$ cat src/rtl/usbr_pkg.sv
package usbr_pkg;
   typedef enum logic [1:0] {
      SRC_ACK  = 2'd0,
      SRC_NAK  = 2'd1,
      SRC_DATA = 2'd2
   } tx_src_e;

   localparam logic [7:0] PID_IN = 8'h69;
endpackage

$ cat src/rtl/usbr_classify.sv
module usbr_classify #(
   parameter int ADDR_W = 7
) (
   input  logic [7:0]        pid,
   input  logic [7:0]        byte1,
   input  logic [ADDR_W-1:0] dev_addr,
   output logic              is_token,
   output logic              is_data,
   output logic              is_in,
   output logic              addr_hit
);
   import usbr_pkg::*;

   always_comb begin
      is_token = ~pid[1];
      is_data  = pid[1] & pid[0];
      is_in    = (pid == PID_IN);
      addr_hit = (byte1[6:0] == 7'(dev_addr));
   end
endmodule

$ cat src/rtl/usbr_token_track.sv
module usbr_token_track (
   input  logic       clk,
   input  logic       rst_n,
   input  logic       upd,
   input  logic [7:0] nxt,
   output logic [7:0] stored
);
   always_ff @(posedge clk) begin
      if (!rst_n)   stored <= '0;
      else if (upd) stored <= nxt;
   end
endmodule

$ cat src/rtl/usbr_bufctl.sv
module usbr_bufctl #(
   parameter int BUF_BYTES = 12,
   parameter int LEN_W     = 4,
   parameter int ADDR_W    = 7
) (
   input  logic              clk,
   input  logic              rst_n,
   input  logic              accept,
   input  logic [LEN_W-1:0]  acc_len,
   input  logic [7:0]        acc_tok,
   input  logic              send_data,
   input  logic [ADDR_W-1:0] new_addr,
   input  logic              rx_release,
   input  logic              tx_load,
   input  logic [LEN_W-1:0]  tx_load_len,
   input  logic              tx_req,
   input  logic [1:0]        tx_src,
   output logic [LEN_W-1:0]  rx_len,
   output logic [7:0]        rx_token,
   output logic              buf_sel,
   output logic [LEN_W-1:0]  tx_len,
   output logic [ADDR_W-1:0] dev_addr
);
   import usbr_pkg::*;

   always_ff @(posedge clk) begin
      if (!rst_n) begin
         rx_len   <= '0;
         rx_token <= '0;
         buf_sel  <= 1'b0;
      end else if (accept) begin
         rx_len   <= acc_len;
         rx_token <= acc_tok;
         buf_sel  <= ~buf_sel;
      end else if (rx_release) begin
         rx_len   <= '0;
      end
   end

   always_ff @(posedge clk) begin
      if (!rst_n) begin
         tx_len   <= '0;
         dev_addr <= '0;
      end else if (send_data) begin
         tx_len   <= '0;
         dev_addr <= new_addr;
      end else if (tx_load) begin
         tx_len   <= tx_load_len;
      end
   end

   // a buffer only fills when the packet is acknowledged
   a_r9_fill_acked: assert property (@(posedge clk) disable iff (!rst_n)
      (rx_len != '0 && $past(rx_len) == '0) |-> (tx_req && tx_src == SRC_ACK));
   // the buffer base only moves on an ACK
   a_r9_flip_acked: assert property (@(posedge clk) disable iff (!rst_n)
      (buf_sel != $past(buf_sel)) |-> (tx_req && tx_src == SRC_ACK));
   // the address only changes when data is sent
   a_r5_addr_on_data: assert property (@(posedge clk) disable iff (!rst_n)
      (dev_addr != $past(dev_addr)) |-> (tx_req && tx_src == SRC_DATA));
   // sending data leaves the transmit buffer free
   a_r5_tx_freed: assert property (@(posedge clk) disable iff (!rst_n)
      (tx_req && tx_src == SRC_DATA) |-> (tx_len == '0));
endmodule

$ cat src/rtl/usb_pkt_responder.sv
module usb_pkt_responder #(
   parameter int BUF_BYTES = 12,
   parameter int LEN_W     = $clog2(BUF_BYTES + 1),
   parameter int ADDR_W    = 7
) (
   input  logic              clk,
   input  logic              rst_n,
   input  logic              pkt_valid,
   input  logic [7:0]        pkt_pid,
   input  logic [7:0]        pkt_byte1,
   input  logic [LEN_W-1:0]  pkt_len,
   input  logic              host_rx_release,
   input  logic              host_tx_load,
   input  logic [LEN_W-1:0]  host_tx_len,
   input  logic [ADDR_W-1:0] host_new_addr,
   output logic              tx_req,
   output logic [1:0]        tx_src,
   output logic [LEN_W-1:0]  tx_count,
   output logic [LEN_W-1:0]  rx_len,
   output logic [7:0]        rx_token,
   output logic [LEN_W-1:0]  rx_buf_base,
   output logic [ADDR_W-1:0] dev_addr
);
   import usbr_pkg::*;

   localparam int MIN_LEN_W = $clog2(BUF_BYTES + 1);

   if (BUF_BYTES < 3) begin : g_bad_buf
      $error("BUF_BYTES must hold at least a PID and CRC");
   end
   if (LEN_W < MIN_LEN_W) begin : g_bad_len
      $error("LEN_W too narrow for BUF_BYTES");
   end
   if (ADDR_W < 1 || ADDR_W > 7) begin : g_bad_addr
      $error("ADDR_W must be 1 to 7");
   end

   logic is_token, is_data, is_in, addr_hit;
   logic [7:0] stored_pid;
   logic [LEN_W-1:0] tx_len;
   logic buf_sel;

   logic ign, tok_upd, accept, send_data, rep_valid;
   logic [7:0] tok_nxt;
   tx_src_e rep_src;
   logic [LEN_W-1:0] rep_cnt;

   usbr_classify #(.ADDR_W(ADDR_W)) classify_i (
      .pid(pkt_pid), .byte1(pkt_byte1), .dev_addr(dev_addr),
      .is_token(is_token), .is_data(is_data), .is_in(is_in), .addr_hit(addr_hit)
   );

   usbr_token_track track_i (
      .clk(clk), .rst_n(rst_n), .upd(tok_upd), .nxt(tok_nxt), .stored(stored_pid)
   );

   usbr_bufctl #(.BUF_BYTES(BUF_BYTES), .LEN_W(LEN_W), .ADDR_W(ADDR_W)) bufctl_i (
      .clk(clk), .rst_n(rst_n),
      .accept(accept), .acc_len(pkt_len), .acc_tok(stored_pid),
      .send_data(send_data), .new_addr(host_new_addr),
      .rx_release(host_rx_release), .tx_load(host_tx_load), .tx_load_len(host_tx_len),
      .tx_req(tx_req), .tx_src(tx_src),
      .rx_len(rx_len), .rx_token(rx_token), .buf_sel(buf_sel),
      .tx_len(tx_len), .dev_addr(dev_addr)
   );

   always_comb begin
      ign       = 1'b0;
      tok_upd   = 1'b0;
      tok_nxt   = '0;
      accept    = 1'b0;
      send_data = 1'b0;
      rep_valid = 1'b0;
      rep_src   = SRC_ACK;
      rep_cnt   = LEN_W'(1);
      if (pkt_valid) begin
         if (is_token) begin
            if (!addr_hit) begin
               ign = 1'b1;
            end else if (is_in) begin
               rep_valid = 1'b1;
               if (tx_len == '0 || rx_len != '0) begin
                  rep_src = SRC_NAK;
               end else begin
                  rep_src   = SRC_DATA;
                  rep_cnt   = tx_len;
                  send_data = 1'b1;
               end
            end else begin
               tok_upd = 1'b1;
               tok_nxt = pkt_pid;
            end
         end else if (!is_data || stored_pid == '0) begin
            ign = 1'b1;
         end else if (rx_len != '0) begin
            rep_valid = 1'b1;
            rep_src   = SRC_NAK;
         end else begin
            accept    = 1'b1;
            rep_valid = 1'b1;
            rep_src   = SRC_ACK;
         end
      end
      if (ign) begin
         tok_upd = 1'b1;
         tok_nxt = '0;
      end
   end

   always_ff @(posedge clk) begin
      if (!rst_n) begin
         tx_req   <= 1'b0;
         tx_src   <= SRC_ACK;
         tx_count <= '0;
      end else begin
         tx_req   <= rep_valid;
         tx_src   <= rep_src;
         tx_count <= rep_cnt;
      end
   end

   assign rx_buf_base = buf_sel ? LEN_W'(BUF_BYTES) : '0;

   // a reply is only requested in the cycle after a packet
   a_r10_req_after_pkt: assert property (@(posedge clk) disable iff (!rst_n)
      tx_req |-> $past(pkt_valid));
   // only the three defined reply sources occur
   a_r10_src_legal: assert property (@(posedge clk) disable iff (!rst_n)
      tx_req |-> (tx_src != 2'd3));
   // a data reply never carries zero bytes
   a_r5_count_nonzero: assert property (@(posedge clk) disable iff (!rst_n)
      (tx_req && tx_src == SRC_DATA) |-> (tx_count != '0));
endmodule

$ cat config.mk
export PLATFORM = sky130hd
export DESIGN_NAME = usb_pkt_responder
export DESIGN_NICKNAME = d
export VERILOG_FILES = /design/src/rtl/usbr_pkg.sv /design/src/rtl/usbr_classify.sv /design/src/rtl/usbr_token_track.sv /design/src/rtl/usbr_bufctl.sv /design/src/rtl/usb_pkt_responder.sv
export SDC_FILE = /design/constraint.sdc
export NUM_CORES = 1
export LEC_CHECK = 0
export BUFFER_PORTS_ARGS = -buffer_cell sky130_fd_sc_hd__buf_2
export CORE_MARGIN = 2
export CORE_UTILIZATION = 47
export DETAILED_ROUTE_END_ITERATION = 8
export PLACE_DENSITY = 0.8
export SYNTH_ARGS = -nofsm -noshare
export SYNTH_HDL_FRONTEND = slang
export SYNTH_SLANG_ARGS = --single-unit
$ cat constraint.sdc
create_clock -name clk -period 2.51 [get_ports clk]
set_input_delay 0.251 -clock clk [delete_from_list [all_inputs] [get_ports clk]]
set_output_delay 0.251 -clock clk [all_outputs]
set_load 0.005 [all_outputs]
==> flow_metrics.tcl, run 1 <==
set metrics [dict create \
    cts-root-buf "clkbuf_4" \
    grt_max_degree 31 \
    post_cts_buffers 0 \
    ios 66 \
    startpoint_type "register" \
    grt_pass1_wl_mm 5.395 \
    cts_max_level 2 \
    r2r-end "track_i.stored[5]" \
    drive_gt1_share_pct 35.06 \
    hold_viol 0 \
    finalSetupTns_ps 0 \
    drc 0 \
    regToRegStartpoint "bufctl_i.dev_addr[5]" \
    worstHoldStart "pkt_pid[3]" \
    numPortBuffers 61 \
    die-area_um2 3896 \
    relSlewSlack_pct 55.13 \
    required_ps 2780 \
    n_antenna_cell 0 \
    clock.fmax_ghz 0.5100 \
    ir_drop_mv 0.3648 \
    avgSynthCellArea_um2 9.605 \
    synth_cells 167 \
    reg2reg_slack_ps 550 \
    core.rowCount 21 \
    die_h_um 62.42 \
    grt_setup_unrepaired "false" \
    insertion_delay_ps 340 \
    fin_crit_sh_pct 78.12 \
    first_pass_iters 4 \
    period_needed_ps 1961 \
    cts_buffers 5 \
    path_clk_slew_ps 110 \
    r2r_cells 4 \
    whs_path_depth 2 \
    drt_iter0_drc 61 \
    cts_resized 0 \
    cts_tree "built" \
    drtAntennaViolNets 0 \
    clock-skew-final_ps 8.081 \
    area_growth_pct 23.48 \
    slew_violations 0 \
    stdcell_area_um2 1981 \
    initial_core_util_pct 48.45 \
    ys_seq_elements 37 \
    viasPerCell 4.899 \
    drv_cap 0 \
    dpl_cell_area_um2 1929 \
    tightest_slew_ps 663.9 \
    setup_viol 0 \
    hpwl_mm 2.440 \
    hold_path.class "in2reg" \
    antenna_found_initial 0 \
    synth_cell_types 32 \
    grtUsageTotal_pct 17.44 \
    grt_pass1_vias 1209 \
    numClockSinks 37 \
    arrival_ps 2230 \
    dr_total_vias 1357 \
    nNetsFinal 266 \
    routed_wire_length_per_instance_um 11.36 \
    hold_end "track_i.stored[3]" \
    critical_path_peak_fanout 4 \
    die_x_um 62.42 \
    synth_area_um2 1604 \
    leakagePower_nw 0.9477 \
    grt_overflow 0 \
    clock_path_buffers 2 \
    totalWireLength_mm 3.147 \
    synth_warnings 0 \
    ys_seq_area_share_pct 46.18 \
    core_area_um2 3311 \
    status "complete, no violations" \
    power_density_nw_per_um2 488.4 \
    crit_path_end_kind "register" \
    gp_congestion 0.7870 \
    path_class "reg2reg" \
    hold_buffers 0 \
]
[critical path, cell delays in order, from the launching register on]
cell	delay, ps
dfxtp_1	350
xor2_1	180
nor4_1	510
nor4bb_1	680
o2bb2ai_1	180
[cell usage in the layout (no fill, tap or decap), drive strengths merged]
cell type | Yosys | layout
buf | 7 | 65
dfxtp | 37 | 37
nand2 | 27 | 27
mux2i | 17 | 17
nor2 | 15 | 15
xor2 | 7 | 7
a21oi | 6 | 6
clkbuf | 4 | 6
nor4 | 6 | 6
inv | 5 | 5
nor3 | 5 | 5
o2bb2ai | 4 | 4
nor2b | 4 | 4
and3 | 4 | 4
nand4 | 4 | 4
o21ai | 3 | 3
conb | 1 | 3
clkinv | 0 | 2
or4bb | 1 | 1
nand4bb | 1 | 1
nor4bb | 1 | 1
a311oi | 1 | 1
or4 | 1 | 1
a2111oi | 1 | 1
o21a | 1 | 1
a31oi | 1 | 1
xnor2 | 1 | 1
o2111ai | 1 | 1
mux2 | 1 | 1
[per-stage QoR]
stage | hold WS, ps | worst slack, ps | cells | power, mW | utilization, %
finish | 133.3 | 549.3 | 277 | 0.9673 | 59.83
global route | 123.2 | 382.8 | 277 | 1.019 | 59.83
CTS | 125.0 | 518.6 | 277 | 0.9754 | 59.83
detailed placement | 466.3 | 476.2 | 269 | 0.6868 | 58.28
global placement | 454.4 | 515.9 | 269 | 0.6858 | 58.28
floorplan | 367.9 | 670.5 | 169 | 0.6491 | -
[metal layers]
layer  vias up  routed length [um]  part of all wire (%)  track usage [%]
li1        695                   -                     -                -
met1       606                1397                    44            21.56
met2        52                1480                    47            28.36
met3         4                 246                   7.8            7.207
met4         0                  23                  0.73            4.167
met5         -                   0                     0                0
[final cells by class]
cell class | instances | area [um2]
clock buffers | 6 | 41.29
clock inverters | 2 | 10.01
fillers | 315 | 1330
inverters | 5 | 18.77
multi-input cells | 116 | 777.0
flip-flops and latches | 37 | 740.7
well taps | 46 | 57.56
repair buffers | 65 | 335.3
[how the worst max path moves through the flow]
stage | from | end | slack (ps)
2_1_floorplan | bufctl_i.rx_len[0] | bufctl_i.rx_token[2] | 670
3_3_place_gp | pkt_pid[4] | bufctl_i.dev_addr[1] | 520
3_5_place_dp | pkt_pid[4] | bufctl_i.dev_addr[0] | 480
4_1_cts | bufctl_i.rx_len[0] | bufctl_i.dev_addr[0] | 520
5_1_grt | bufctl_i.dev_addr[6] | bufctl_i.dev_addr[5] | 380
6_report | bufctl_i.dev_addr[5] | track_i.stored[5] | 550
[flip-flops by register name, summed over array words and instances (netlist names)]
name / count
bufctl_i.buf_sel: 1
bufctl_i.dev_addr: 7
bufctl_i.rx_len: 4
bufctl_i.rx_token: 7
bufctl_i.tx_len: 4
track_i.stored: 7
tx_count: 4
tx_req: 1
tx_src: 2
[power breakdown]
part / total [mW] / leakage, nW / switching, mW / internal, mW
registers: 0.594 / 0.299 / 0.00237 / 0.591
logic: 0.0791 / 0.617 / 0.0435 / 0.0356
clock network: 0.295 / 0.0320 / 0.188 / 0.107
[cell usage after synthesis]
master      n  area [um2]
o2bb2ai_1   4       35.03
nand2_1    27       101.4
nor3_1      4       20.02
nor2b_1     4       25.02
nor4bb_1    1       10.01
mux2_2      1       11.26
and3_1      4       25.02
nand4_2     1       12.51
or4_4       1       11.26
a2111oi_4   1       27.53
inv_1       5       18.77
o2111ai_1   1       8.760
nand4bb_1   1       11.26
nand4_1     3       18.77
or4bb_1     1       11.26
xnor2_1     1       8.760
a31oi_1     1       6.260
dfxtp_1    37       740.7
nor2_1     15       56.30
buf_4       5       37.54
nor4_1      3       18.77
xor2_1      7       61.31
nor4_2      3       37.54
nor3_2      1       10.01
a21oi_1     6       30.03
o21ai_0     3       15.01
clkbuf_1    4       15.01
buf_6       2       22.52
mux2i_1    17       170.2
conb_1      1       3.750
a311oi_2    1       15.01
o21a_1      1       7.510
[cell families after synthesis]
| group | share of synthesized area (%) |
|---|---|
| multiplexers | 11.31 |
| AND/OR/NAND/NOR | 23.01 |
| buffers and inverters | 5.850 |
| other | 0.2338 |
| XOR/XNOR | 4.368 |
| flip-flops | 46.18 |
| AO/OA/AOI/OAI | 9.048 |
No activity file was read; power rests on OpenSTA's default activity.
==> inputs of run 2 (changes only) <==
==> constraint.sdc (replaced) <==
create_clock -name clk -period 1.9 [get_ports clk]
set_input_delay 0.19 -clock clk [delete_from_list [all_inputs] [get_ports clk]]
set_output_delay 0.19 -clock clk [all_outputs]
set_load 0.005 [all_outputs]
==> flow_metrics.tcl, run 2 (synthesis gave the netlist of run 1 again) <==
set metrics [dict create \
    hold_path.class "in2reg" \
    required_ps 2140 \
    pre_cts_slack_ps 21.87 \
    final_common_cell "buf_2" \
    grt_pass1_vias 1306 \
    period_needed_ps 1759 \
    whs_path_depth 2 \
    place_inst 274 \
    tightest_slew_ps 564.8 \
    path_class "reg2reg" \
    cp_cell_sequence "or4_4, nor3_1, nand4_2, buf_4, and3_1" \
    r2r-end "bufctl_i.tx_len[3]" \
    arrival_ps 2000 \
    n_antenna_cell 0 \
    antenna_found_initial 0 \
    post_cts_buffers 0 \
    grt_use_met2_pct 29.17 \
    final_cell_mix "61 x buf_2, 37 x dfxtp_1, 27 x nand2_1, 17 x mux2i_1, 15 x nor2_1" \
    cp_slowest_stage_delay_ps 580 \
    setup_viol 0 \
    cts_max_level 2 \
    slew_violations 0 \
    die_x_um 62.42 \
    drc 0 \
    totalWireLength_mm 3.157 \
    area_growth_pct 28.00 \
    first_pass_iters 4 \
    grt_setup_unrepaired "false" \
    leakagePower_nw 0.9781 \
    gp_congestion 0.7587 \
    fin_util_pct 62.02 \
    holdWs_ps 77.64 \
    critical_path_peak_fanout 9 \
    reg_top3 "bufctl_i.dev_addr (7), bufctl_i.rx_token (7), track_i.stored (7)" \
    path_buf_inv 1 \
    clock.fmax_ghz 0.5687 \
    path_clk_slew_ps 100 \
    clock-skew-final_ps 5.377 \
    drv_cap 0 \
    cts_tree "built" \
    drt_iter0_drc 38 \
    hold_buffers 0 \
    die-area_um2 3896 \
    hold_end "track_i.stored[3]" \
    grt_util_met1_pct 21.35 \
    grt_max_degree 25 \
    relSlewSlack_pct 62.00 \
    core.rowCount 21 \
    viasPerCell 4.869 \
    numClockSinks 37 \
    dpl_cell_area_um2 1979 \
    dr_total_vias 1373 \
    final_cells 282 \
    status "complete, no violations" \
    crit_path_end_kind "register" \
    initial_core_util_pct 48.45 \
    insertion_delay_ps 340 \
    die_h_um 62.42 \
    worst_path_max_delay_cell "or4_4" \
    hold_viol 0 \
    numPortBuffers 61 \
    grt_pass1_wl_mm 5.506 \
    drtAntennaViolNets 0 \
    regToRegStartpoint "bufctl_i.rx_len[0]" \
    fin_ws_ps 141.5 \
    r2r_cells 5 \
    routed_wire_length_per_instance_um 11.20 \
    nNetsFinal 271 \
    reg2reg_slack_ps 140 \
    worstHoldStart "pkt_pid[3]" \
    ios 66 \
    stdcell_area_um2 2053 \
    ir_drop_mv 0.2909 \
    cts_resized 0 \
    hpwl_mm 2.500 \
    fin_crit_sh_pct 92.55 \
    critical-path-top-delay-family "simple AND/OR/NAND/NOR gates" \
    startpoint_type "register" \
    cts-root-buf "clkbuf_4" \
    grt_most_used_layer "met2" \
    clock_path_buffers 2 \
    grt_overflow 0 \
    cts_buffers 5 \
    grtUsageTotal_pct 17.60 \
    fill_cells 308 \
    power_mw 1.273 \
    core_area_um2 3311 \
    power_density_nw_per_um2 620.1 \
    drive_gt1_share_pct 37.29 \
    finalSetupTns_ps 0 \
    use_met3_pct 6.667 \
]
-- run 2: changes by cell type in the layout (fill, tap and decap cells not counted), sizes merged --
cell  change
buf       +5
-- run 2: area by class of cell --
class | count | area [um2] | area share (%)
clock buffer | 6 | 41.29 | 2.011
timing repair buffer | 70 | 385.4 | 18.77
tap | 46 | 57.56 | 2.803
inverter | 5 | 18.77 | 0.9141
multi-input combinational | 116 | 799.5 | 38.94
sequential | 37 | 740.7 | 36.08
clock inverter | 2 | 10.01 | 0.4875
-- run 2: metal layers --
metal	vias up	wire length [um]
met3	5	212
met2	48	1441
li1	708	-
met1	612	1465
met5	-	0
met4	0	37
-- run 2: how the worst max path moves through the flow --
stage / from / end / slack (ps) / cells after the start
CTS: bufctl_i.rx_len[0] / bufctl_i.rx_token[3] / 4 / 5
global placement: bufctl_i.rx_len[0] / bufctl_i.rx_token[7] / 70 / 5
detailed placement: bufctl_i.rx_len[0] / bufctl_i.rx_token[3] / 20 / 5
global route: bufctl_i.dev_addr[2] / track_i.stored[5] / 10 / 5
floorplan: bufctl_i.rx_len[0] / bufctl_i.rx_token[2] / 60 / 5
finish: bufctl_i.rx_len[0] / bufctl_i.tx_len[3] / 140 / 5
-- run 2: worst reg2reg max path: stages, from the launching register on --
cell and delay, ps:
dfxtp_1 330, or4_4 580, nor3_1 270, nand4_2 140, buf_4 190, and3_1 170
-- run 2: where the power goes --
group	leakage, nW	switching [mW]	internal, mW
Clock	0.0320	0.240	0.141
Combinational	0.647	0.0595	0.0492
Sequential	0.299	0.00313	0.781
Total	0.978	0.302	0.971
